$ cat config.mk
export PLATFORM = sky130hd
export DESIGN_NAME = lvs_supervisor
export DESIGN_NICKNAME = d
export VERILOG_FILES = /design/src/rtl/lvs_pkg.sv /design/src/rtl/lvs_mode_hyst.sv /design/src/rtl/lvs_ovp.sv /design/src/rtl/lvs_open_loop.sv /design/src/rtl/lvs_olp_timer.sv /design/src/rtl/lvs_supervisor.sv
export SDC_FILE = /design/constraint.sdc
export NUM_CORES = 1
export LEC_CHECK = 0
export BUFFER_PORTS_ARGS = -buffer_cell sky130_fd_sc_hd__buf_2
export CORE_MARGIN = 10
export CORE_UTILIZATION = 57
export CTS_BUF_LIST = sky130_fd_sc_hd__clkbuf_2
export DETAILED_ROUTE_END_ITERATION = 8
export GPL_ROUTABILITY_DRIVEN = 0
export PLACE_DENSITY = 0.89
export SYNTH_ARGS = -nofsm -noshare
export SYNTH_HDL_FRONTEND = slang
export SYNTH_SLANG_ARGS = --single-unit
$ cat constraint.sdc
create_clock -name clk -period 2.45 [get_ports clk]
set_input_delay 0.6125 -clock clk [delete_from_list [all_inputs] [get_ports clk]]
set_output_delay 0.6125 -clock clk [all_outputs]
set_load 0.1 [all_outputs]
$ cat src/rtl/lvs_pkg.sv
package lvs_pkg;
  typedef struct packed {
    logic startup;
    logic ovp;
    logic open_loop;
    logic shutdown;
  } lvs_flags_t;

  function automatic int pct_of(input int base, input int pct);
    return (base * pct) / 100;
  endfunction
endpackage

$ cat src/rtl/lvs_mode_hyst.sv
module lvs_mode_hyst #(
  parameter int CODE_W    = 8,
  parameter int NOM_CODE  = 129,
  parameter int START_PCT = 90
) (
  input  logic              clk,
  input  logic              rst_n,
  input  logic              samp_valid,
  input  logic [CODE_W-1:0] fb_code,
  output logic              startup_mode
);
  localparam int ENTER_I = lvs_pkg::pct_of(NOM_CODE, START_PCT);
  localparam logic [CODE_W-1:0] ENTER_C = ENTER_I[CODE_W-1:0];
  localparam logic [CODE_W-1:0] EXIT_C  = NOM_CODE[CODE_W-1:0];

  always_ff @(posedge clk or negedge rst_n) begin
    if (!rst_n) startup_mode <= 1'b1;
    else if (samp_valid) begin
      if (fb_code < ENTER_C)       startup_mode <= 1'b1;
      else if (fb_code >= EXIT_C)  startup_mode <= 1'b0;
    end
  end

  AST_MODE_ENTER: assert property (@(posedge clk) disable iff (!rst_n)
    samp_valid && (fb_code < ENTER_C) |=> startup_mode);
  AST_MODE_EXIT: assert property (@(posedge clk) disable iff (!rst_n)
    samp_valid && (fb_code >= EXIT_C) |=> !startup_mode);
  AST_MODE_IDLE: assert property (@(posedge clk) disable iff (!rst_n)
    !samp_valid |=> $stable(startup_mode));
endmodule

$ cat src/rtl/lvs_ovp.sv
module lvs_ovp #(
  parameter int CODE_W   = 8,
  parameter int OVP_TRIP = 136,
  parameter int OVP_HYS  = 2
) (
  input  logic              clk,
  input  logic              rst_n,
  input  logic              samp_valid,
  input  logic [CODE_W-1:0] fb_code,
  output logic              ovp_flag
);
  localparam logic [CODE_W-1:0] TRIP_C = OVP_TRIP[CODE_W-1:0];
  localparam int REL_I = OVP_TRIP - OVP_HYS;
  localparam logic [CODE_W-1:0] REL_C = REL_I[CODE_W-1:0];

  always_ff @(posedge clk or negedge rst_n) begin
    if (!rst_n) ovp_flag <= 1'b0;
    else if (samp_valid) begin
      if (fb_code > TRIP_C)                 ovp_flag <= 1'b1;
      else if (ovp_flag && fb_code < REL_C) ovp_flag <= 1'b0;
    end
  end

  AST_OVP_TRIP: assert property (@(posedge clk) disable iff (!rst_n)
    samp_valid && (fb_code > TRIP_C) |=> ovp_flag);
  AST_OVP_HOLD: assert property (@(posedge clk) disable iff (!rst_n)
    ovp_flag && (!samp_valid || fb_code >= REL_C) |=> ovp_flag);
endmodule

$ cat src/rtl/lvs_open_loop.sv
module lvs_open_loop #(
  parameter int CODE_W = 8
) (
  input  logic              clk,
  input  logic              rst_n,
  input  logic              samp_valid,
  input  logic [CODE_W-1:0] fb_code,
  input  logic [CODE_W-1:0] line_code,
  input  logic [CODE_W-1:0] line_pk_code,
  output logic              open_loop_flag
);
  logic fb_low, fb_ok;
  assign fb_low = fb_code < line_code;
  assign fb_ok  = (fb_code >= line_code) && (fb_code > line_pk_code);

  always_ff @(posedge clk or negedge rst_n) begin
    if (!rst_n) open_loop_flag <= 1'b0;
    else if (samp_valid) begin
      if (fb_low)                       open_loop_flag <= 1'b1;
      else if (open_loop_flag && fb_ok) open_loop_flag <= 1'b0;
    end
  end

  AST_OL_SET: assert property (@(posedge clk) disable iff (!rst_n)
    samp_valid && (fb_code < line_code) |=> open_loop_flag);
  AST_OL_HOLD: assert property (@(posedge clk) disable iff (!rst_n)
    open_loop_flag && samp_valid && (fb_code <= line_pk_code) |=> open_loop_flag);
endmodule

$ cat src/rtl/lvs_olp_timer.sv
module lvs_olp_timer #(
  parameter int OLP_MS  = 112,
  parameter int WIN_MS  = 200,
  parameter int SHUT_MS = 2500
) (
  input  logic clk,
  input  logic rst_n,
  input  logic ms_tick,
  input  logic startup_mode,
  output logic olp_shutdown
);
  localparam int OLP_W = $clog2(OLP_MS + 2);
  localparam int WIN_W = $clog2(WIN_MS + 1);
  localparam int SC_W  = $clog2(SHUT_MS + 1);
  localparam logic [OLP_W-1:0] OLP_LAST = OLP_MS[OLP_W-1:0];
  localparam int WIN_LI = WIN_MS - 1;
  localparam int SC_LI  = SHUT_MS - 1;
  localparam logic [WIN_W-1:0] WIN_LAST = WIN_LI[WIN_W-1:0];
  localparam logic [SC_W-1:0]  SC_LAST  = SC_LI[SC_W-1:0];

  logic [OLP_W-1:0] olp_cnt;
  logic [WIN_W-1:0] win_cnt;
  logic [SC_W-1:0]  sc_cnt;

  always_ff @(posedge clk or negedge rst_n) begin
    if (!rst_n) begin
      olp_shutdown <= 1'b0;
      olp_cnt      <= '0;
      win_cnt      <= '0;
      sc_cnt       <= '0;
    end else if (ms_tick) begin
      if (olp_shutdown) begin
        if (sc_cnt == SC_LAST) begin
          olp_shutdown <= 1'b0;
          sc_cnt       <= '0;
        end else begin
          sc_cnt <= sc_cnt + 1'b1;
        end
      end else if (startup_mode) begin
        win_cnt <= '0;
        if (olp_cnt == OLP_LAST) begin
          olp_shutdown <= 1'b1;
          olp_cnt      <= '0;
          sc_cnt       <= '0;
        end else begin
          olp_cnt <= olp_cnt + 1'b1;
        end
      end else begin
        if (win_cnt == WIN_LAST) begin
          win_cnt <= '0;
          olp_cnt <= '0;
        end else begin
          win_cnt <= win_cnt + 1'b1;
        end
      end
    end
  end

  AST_SHUT_NO_TICK: assert property (@(posedge clk) disable iff (!rst_n)
    !ms_tick |=> $stable(olp_shutdown));
  AST_SHUT_NEEDS_STARTUP: assert property (@(posedge clk) disable iff (!rst_n)
    !olp_shutdown && !startup_mode |=> !olp_shutdown);
  AST_OLP_CNT_RANGE: assert property (@(posedge clk) disable iff (!rst_n)
    olp_cnt <= OLP_LAST);
endmodule

$ cat src/rtl/lvs_supervisor.sv
module lvs_supervisor #(
  parameter int CODE_W    = 8,
  parameter int NOM_CODE  = 129,
  parameter int START_PCT = 90,
  parameter int OVP_TRIP  = 136,
  parameter int OVP_HYS   = 2,
  parameter int OLP_MS    = 112,
  parameter int WIN_MS    = 200,
  parameter int SHUT_MS   = 2500
) (
  input  logic              clk,
  input  logic              rst_n,
  input  logic              samp_valid,
  input  logic [CODE_W-1:0] fb_code,
  input  logic [CODE_W-1:0] line_code,
  input  logic [CODE_W-1:0] line_pk_code,
  input  logic              ms_tick,
  output logic              gate_en,
  output logic              startup_mode,
  output logic              ovp_flag,
  output logic              open_loop_flag,
  output logic              olp_shutdown
);
  lvs_pkg::lvs_flags_t flags;

  lvs_mode_hyst #(.CODE_W(CODE_W), .NOM_CODE(NOM_CODE), .START_PCT(START_PCT)) u_mode (
    .clk(clk), .rst_n(rst_n), .samp_valid(samp_valid), .fb_code(fb_code),
    .startup_mode(flags.startup));

  lvs_ovp #(.CODE_W(CODE_W), .OVP_TRIP(OVP_TRIP), .OVP_HYS(OVP_HYS)) u_ovp (
    .clk(clk), .rst_n(rst_n), .samp_valid(samp_valid), .fb_code(fb_code),
    .ovp_flag(flags.ovp));

  lvs_open_loop #(.CODE_W(CODE_W)) u_ol (
    .clk(clk), .rst_n(rst_n), .samp_valid(samp_valid), .fb_code(fb_code),
    .line_code(line_code), .line_pk_code(line_pk_code),
    .open_loop_flag(flags.open_loop));

  lvs_olp_timer #(.OLP_MS(OLP_MS), .WIN_MS(WIN_MS), .SHUT_MS(SHUT_MS)) u_olp (
    .clk(clk), .rst_n(rst_n), .ms_tick(ms_tick), .startup_mode(flags.startup),
    .olp_shutdown(flags.shutdown));

  assign startup_mode   = flags.startup;
  assign ovp_flag       = flags.ovp;
  assign open_loop_flag = flags.open_loop;
  assign olp_shutdown   = flags.shutdown;
  assign gate_en        = !(flags.ovp || flags.open_loop || flags.shutdown);

  localparam logic [CODE_W-1:0] TRIP_C = OVP_TRIP[CODE_W-1:0];

  AST_GATE_OVP_DROP: assert property (@(posedge clk) disable iff (!rst_n)
    samp_valid && (fb_code > TRIP_C) |=> !gate_en);
  AST_GATE_OL_DROP: assert property (@(posedge clk) disable iff (!rst_n)
    samp_valid && (fb_code < line_code) |=> !gate_en);
endmodule

==> results of run 1 <==
[worst reg2reg max path: stages, from the launching register on]
cell and delay [ns]:
dfrtp_1 0.45, inv_1 0.08, ha_1 0.14, and4bb_2 0.27, a41oi_1 0.18, buf_4 0.21, or2_2 0.32, o31ai_1 0.27
[through the flow]
stage	std cells	utilization	worst slack (ns)
4_1_cts	324	0.688	0.287
2_1_floorplan	238	-	0.0803
3_3_place_gp	316	0.676	0.510
3_5_place_dp	316	0.676	0.446
5_1_grt	324	0.688	0.220
6_report	324	0.688	0.331
[routing by layer]
metal	part of all wire	global-route usage	vias up
met5	0	0	-
met4	0.018	0.0563	0
met3	0.057	0.0579	11
met2	0.48	0.242	47
met1	0.44	0.174	903
li1	-	-	937
[Yosys cell counts (3+ instances only)]
cell     number  area share
o21ai_1      11       0.027
ha_1         20        0.12
nor2_1       22       0.040
nand4_1       8       0.024
nand3_1       8       0.019
and3_1        4       0.012
xor2_1        3       0.013
nand2_1      22       0.040
nor2b_1       5       0.015
o21ai_0      22       0.053
a21oi_1       5       0.012
a31oi_1       3      0.0090
o31ai_1       6       0.022
inv_1        24       0.043
dfrtp_1      30        0.36
and2_1        4       0.012
[cells in the final DEF (no fill, tap or decap), types with 3 or more instances in the layout]
master,Yosys,final
ha_1,20,20
and2_1,4,4
o21ai_0,22,22
nor2_1,22,22
o21ai_1,11,11
nand2_1,22,22
dfrtp_1,30,30
nor2b_1,5,5
nand3_1,8,8
clkbuf_2,0,6
o31ai_1,6,6
buf_2,1,32
a31oi_1,3,3
inv_1,24,24
and3_1,4,4
xor2_1,3,3
nand4_1,8,8
buf_4,0,4
a21oi_1,5,5
[logic make-up (layout without fill, tap and decap cells)]
logic type	after synthesis	after routing	synth area share
XOR/XNOR	4	4	0.0169
AO/OA/AOI/OAI	68	68	0.217
adder cells (fa/ha/maj)	20	20	0.121
AND/OR/NAND/NOR	85	85	0.206
flip-flops	31	31	0.375
buffers and inverters	28	68	0.0549
multiplexers	2	2	0.00965
[area by class of cell]
type	count	area (sq um)
Clock inverter	2	8.76
Clock buffer	6	30.0
Tap cell	46	57.6
Timing Repair Buffer	36	190
Inverter	24	90.1
Sequential cell	31	777
Multi-Input combinational cell	179	1190
Fill cell	277	1070
[registers in the layout (all words and copies together) (netlist names)]
signal	count
u_olp.sc_cnt	12
u_olp.olp_shutdown	1
u_olp.olp_cnt	7
u_mode.startup_mode	1
u_ol.open_loop_flag	1
u_ovp.ovp_flag	1
u_olp.win_cnt	8
[worst paths after layout]
check,start,end,cells after the start
hold reg to reg,u_olp.sc_cnt[11],u_olp.sc_cnt[11],1
max in group asynchronous,rst_n,u_olp.sc_cnt[1],1
setup / recovery,u_olp.olp_shutdown,gate_en,2
setup reg to reg,u_olp.olp_cnt[0],u_olp.sc_cnt[4],7
hold / removal,rst_n,u_olp.olp_cnt[0],1
min in group clk,fb_code[7],u_mode.startup_mode,2
[power by group through the flow]
| stage | Sequential (mW) | Clock, mW | Combinational (mW) |
|---|---|---|---|
| after floorplan | 0.663 | 0 | 0.160 |
| after global placement | 0.629 | 0 | 0.280 |
| after detailed placement | 0.631 | 0 | 0.291 |
| after CTS | 0.623 | 0.249 | 0.290 |
| after global routing | 0.634 | 0.275 | 0.320 |
| final | 0.625 | 0.239 | 0.288 |
==> impl_metrics.toml, run 1 <==
[sta]
post-route-min-period_ns = 2.12
worst_slew_pin_slew_ns = 0.686
rsz0062_at_grt = "no"
slew_violations = 0
fin_crit_sh = 0.865
skew_ns = 0.0344
max_freq_mhz = 472
setup_viol_count_final = 0
slew_headroom = 0.543
whs_ns = 0.244
timing.setup.tns_ns = 0
hold_viol = 0

[detailed_routing]
ant_nets = 0
viasPerCell = 5.86
first_pass_iters = 4
drt-initial-drc-count = 122
drc_errors = 0
wl_per_cell_um = 14.2
dr_total_vias = 1898
routed_wl_um = 4590

[yosys]
synth-seq-cells = 31
synth-seq-area-share = 0.375
syn_avg_cell_area_sq_um = 8.72
synthCells = 238
yosys_warnings = 0
synth_cell_types = 47
synth-main-ff-cell = "dfrtp_1"
syn_area_sq_um = 2070
async_reset_ff_frac = 1.00
synth_edf_count = 0
syn-num-nets = 286

[job]
max-cap-violations = 0

[cts]
clkTransAtPathRegs_ns = 0.17
cts_setup_buffers = 0
cts_resized = 0
cts_buffers = 5
cts_buffer_depth = 2
ctsHoldBuffers = 0
root_buffer = "clkbuf_2"
htree_levels = 2
numClockSinks = 31
cts_tree = "yes"
clk_latency_ns = 0.38

[global_route]
antenna_found_initial = 0
overflow = 0
grt_max_degree = 32
grt_pass1_vias = 1736
grt_pass1_wl_um = 7780
track_usage = 0.149

[worst_setup_path]
path_delay_family = "flip-flops"
crit_path_start_kind = "flop"
cp-end-kind = "output pin"
critPathSlowestCell = "dfrtp_1"
reg2reg_slack_ns = 0.41
crit_fanout = 6
crit_buf_inv = 1
max_stage_delay_ns = 0.52
critPathArrivalTime_ns = 1.51
critical_path_class = "flop to output pin"
critPathRequiredTime_ns = 1.84
crit_chain = "nor3_4 -> buf_2"

[die]
die-area_sq_um = 6450
core_sq_um = 3420
fp.dieW_um = 80.3
io-pin-count = 33
start_util = 0.607
die_h_um = 80.3
num_rows = 21

[pwr]
swShare = 0.356
p_sw_uw = 410
power_frac_seq = 0.542
clkPwrFrac = 0.208
finalPower_mw = 1.15
p_int_uw = 742
power_density_nw_per_um2 = 491
peakVddDrop_mv = 0.365
p_comb_frac = 0.250
p_leak_nw = 1.11

[final_layout]
layout-drive-gt1-share = 0.180
nets = 325
num_antenna_cells = 0
fin_area_sq_um = 2350
synthToLayoutAreaGrowth_pct = 13.2

[status]
status = "finished, final reports clean"

[place]
io_buffers = 32
dp_hpwl_um = 3640
place_area_sq_um = 2310

[hold_path]
hp-class = "primary input to asynchronous set/reset pin"
No activity file was read; power rests on OpenSTA's default activity.
==> run 2: changes to the inputs <==
Settings changed: BUFFER_PORTS_ARGS -buffer_cell sky130_fd_sc_hd__buf_2 to unset, CELL_PAD_IN_SITES_DETAIL_PLACEMENT set to 0, CELL_PAD_IN_SITES_GLOBAL_PLACEMENT set to 2, CORE_UTILIZATION 57 to 40, DONT_BUFFER_PORTS set to 1, PLACE_DENSITY 0.89 to 0.91.
==> run 2 against run 1 <==
Effect of this change: core utilization decreased by 24 points; register-to-register slack got worse by 0.11 ns; final area down 2.9%; via count is 10% lower; die area increased by 31%; sequential power shrank 1%; critical path depth grew 3; worst hold slack got worse by 0.20 ns; global-route usage decreased by 4.3 points; maximum frequency fell by 1.5%; sequential share of layout area increased by 1.0 points; routed wire length shrank 2.0%; critical endpoint is now u_olp.sc_cnt[1]; largest cell class unchanged.
==> impl_metrics.toml, run 2 (same netlist as run 1, synthesis figures left out) <==
[die]
start_util = 0.409
fp.dieW_um = 92.0
die-area_sq_um = 8470
num_rows = 26
core_sq_um = 5070
io-pin-count = 33
die_h_um = 92.0

[final_layout]
nets = 298
num_antenna_cells = 0
reg.largest.list = "u_olp.sc_cnt (12), u_olp.win_cnt (8), u_olp.olp_cnt (7)"
instances_no_fill = 321
synthToLayoutAreaGrowth_pct = 9.89
top_register = "u_olp.sc_cnt"
final_common_cell = "dfrtp_1"
layout-drive-gt1-share = 0.0876
largest_reg_flops = 12
final_cell_mix = "dfrtp_1 (30), inv_1 (24), nor2_1 (22), o21ai_0 (22), nand2_1 (22)"

[sta]
rsz0062_at_grt = "no"
hold_viol = 0
setup_viol_count_final = 0
whs_ns = 0.0405
fin_crit_sh = 0.878
post-route-min-period_ns = 2.15
slew_violations = 0
timing.setup.tns_ns = 0
skew_ns = 0.0166
setup_ws_ns = 0.299
max_freq_mhz = 465
slew_headroom = 0.630
worst_slew_pin_slew_ns = 0.553

[place]
place_inst = 312
dp_slack_ns = 0.309
io_buffers = 0
dp_hpwl_um = 3450

[global_route]
overflow = 0
grt_pass1_vias = 1620
antenna_found_initial = 0
track_usage = 0.107
grt_max_degree = 31
grt_pass1_wl_um = 7490

[pwr]
power_density_nw_per_um2 = 493
finalPower_mw = 1.12
p_leak_nw = 1.01
peakVddDrop_mv = 0.362

[detailed_routing]
wl_per_cell_um = 14.0
viasPerCell = 5.30
drc_errors = 0
drt-initial-drc-count = 108
first_pass_iters = 4
dr_total_vias = 1701
ant_nets = 0
routed_wl_um = 4490

[worst_setup_path]
max_stage_delay_ns = 0.46
cp-end-kind = "flop"
critPathArrivalTime_ns = 2.41
crit_fanout = 12
reg2reg_from = "u_olp.sc_cnt[0]"
critPathSlowestCell = "or4bb_1"
crit_buf_inv = 0
reg2reg_slack_ns = 0.30
critPathRequiredTime_ns = 2.71
critical_path_class = "flop to flop"
path_delay_family = "simple AND/OR/NAND/NOR gates"
crit_chain = "ha_1 -> or4bb_1 -> o31ai_4 -> nor2_1 -> a22o_1"
r2r_cells = 5
reg2reg_to = "u_olp.sc_cnt[1]"
crit_path_start_kind = "flop"

[hold_path]
hp-class = "primary input to asynchronous set/reset pin"

[cts]
clkTransAtPathRegs_ns = 0.17
numClockSinks = 31
cts_buffers = 5
cts_tree = "yes"
htree_levels = 2
root_buffer = "clkbuf_2"
cts_buffer_depth = 2
clk_latency_ns = 0.36

[job]
max-cap-violations = 0

[status]
status = "finished, final reports clean"
==> run 2: worst max path at each step <==
| stage | startpoint | end | slack, ns | cells past startpoint |
|---|---|---|---|---|
| after floorplan | u_olp.olp_shutdown | gate_en | 0.08 | 1 |
| after global placement | u_olp.sc_cnt[0] | u_olp.sc_cnt[1] | 0.32 | 5 |
| after detailed placement | u_olp.sc_cnt[0] | u_olp.sc_cnt[1] | 0.31 | 5 |
| after CTS | u_olp.sc_cnt[0] | u_olp.sc_cnt[1] | 0.28 | 5 |
| after global routing | u_olp.sc_cnt[0] | u_olp.sc_cnt[11] | 0.15 | 6 |
| final | u_olp.sc_cnt[0] | u_olp.sc_cnt[1] | 0.30 | 5 |
==> run 2: repair_timing <==
action	in CTS	in global routing
resized for setup	0	0
buffers inserted	0	0
endpoints found under the hold margin	30	0
hold buffers	1	0
==> run 2: final cells by class <==
| type | count | area [sq um] |
|---|---|---|
| clock inverters | 2 | 7.51 |
| inverters | 24 | 90.1 |
| flip-flops and latches | 31 | 777 |
| fillers | 524 | 2800 |
| multi-input cells | 179 | 1190 |
| well taps | 70 | 87.6 |
| repair buffers | 9 | 92.6 |
| clock buffers | 6 | 30.0 |
==> run 2: routing by layer <==
layer / share of wire / GRT usage
met5: 0 / 0
met1: 0.48 / 0.135
met4: 0.0089 / 0.0360
met3: 0.047 / 0.0359
met2: 0.46 / 0.165
==> run 2: power breakdown <==
group	switching [mW]	internal, mW
Combinational	0.158	0.105
Clock	0.174	0.0687
Sequential	0.0598	0.559
Total	0.392	0.733
==> run 2: per-stage QoR <==
stage	util	cell area [sq um]
final	0.449	2280
after global routing	0.449	2280
after CTS	0.449	2280
after detailed placement	0.438	2220
after global placement	0.438	2220
after floorplan	-	2090
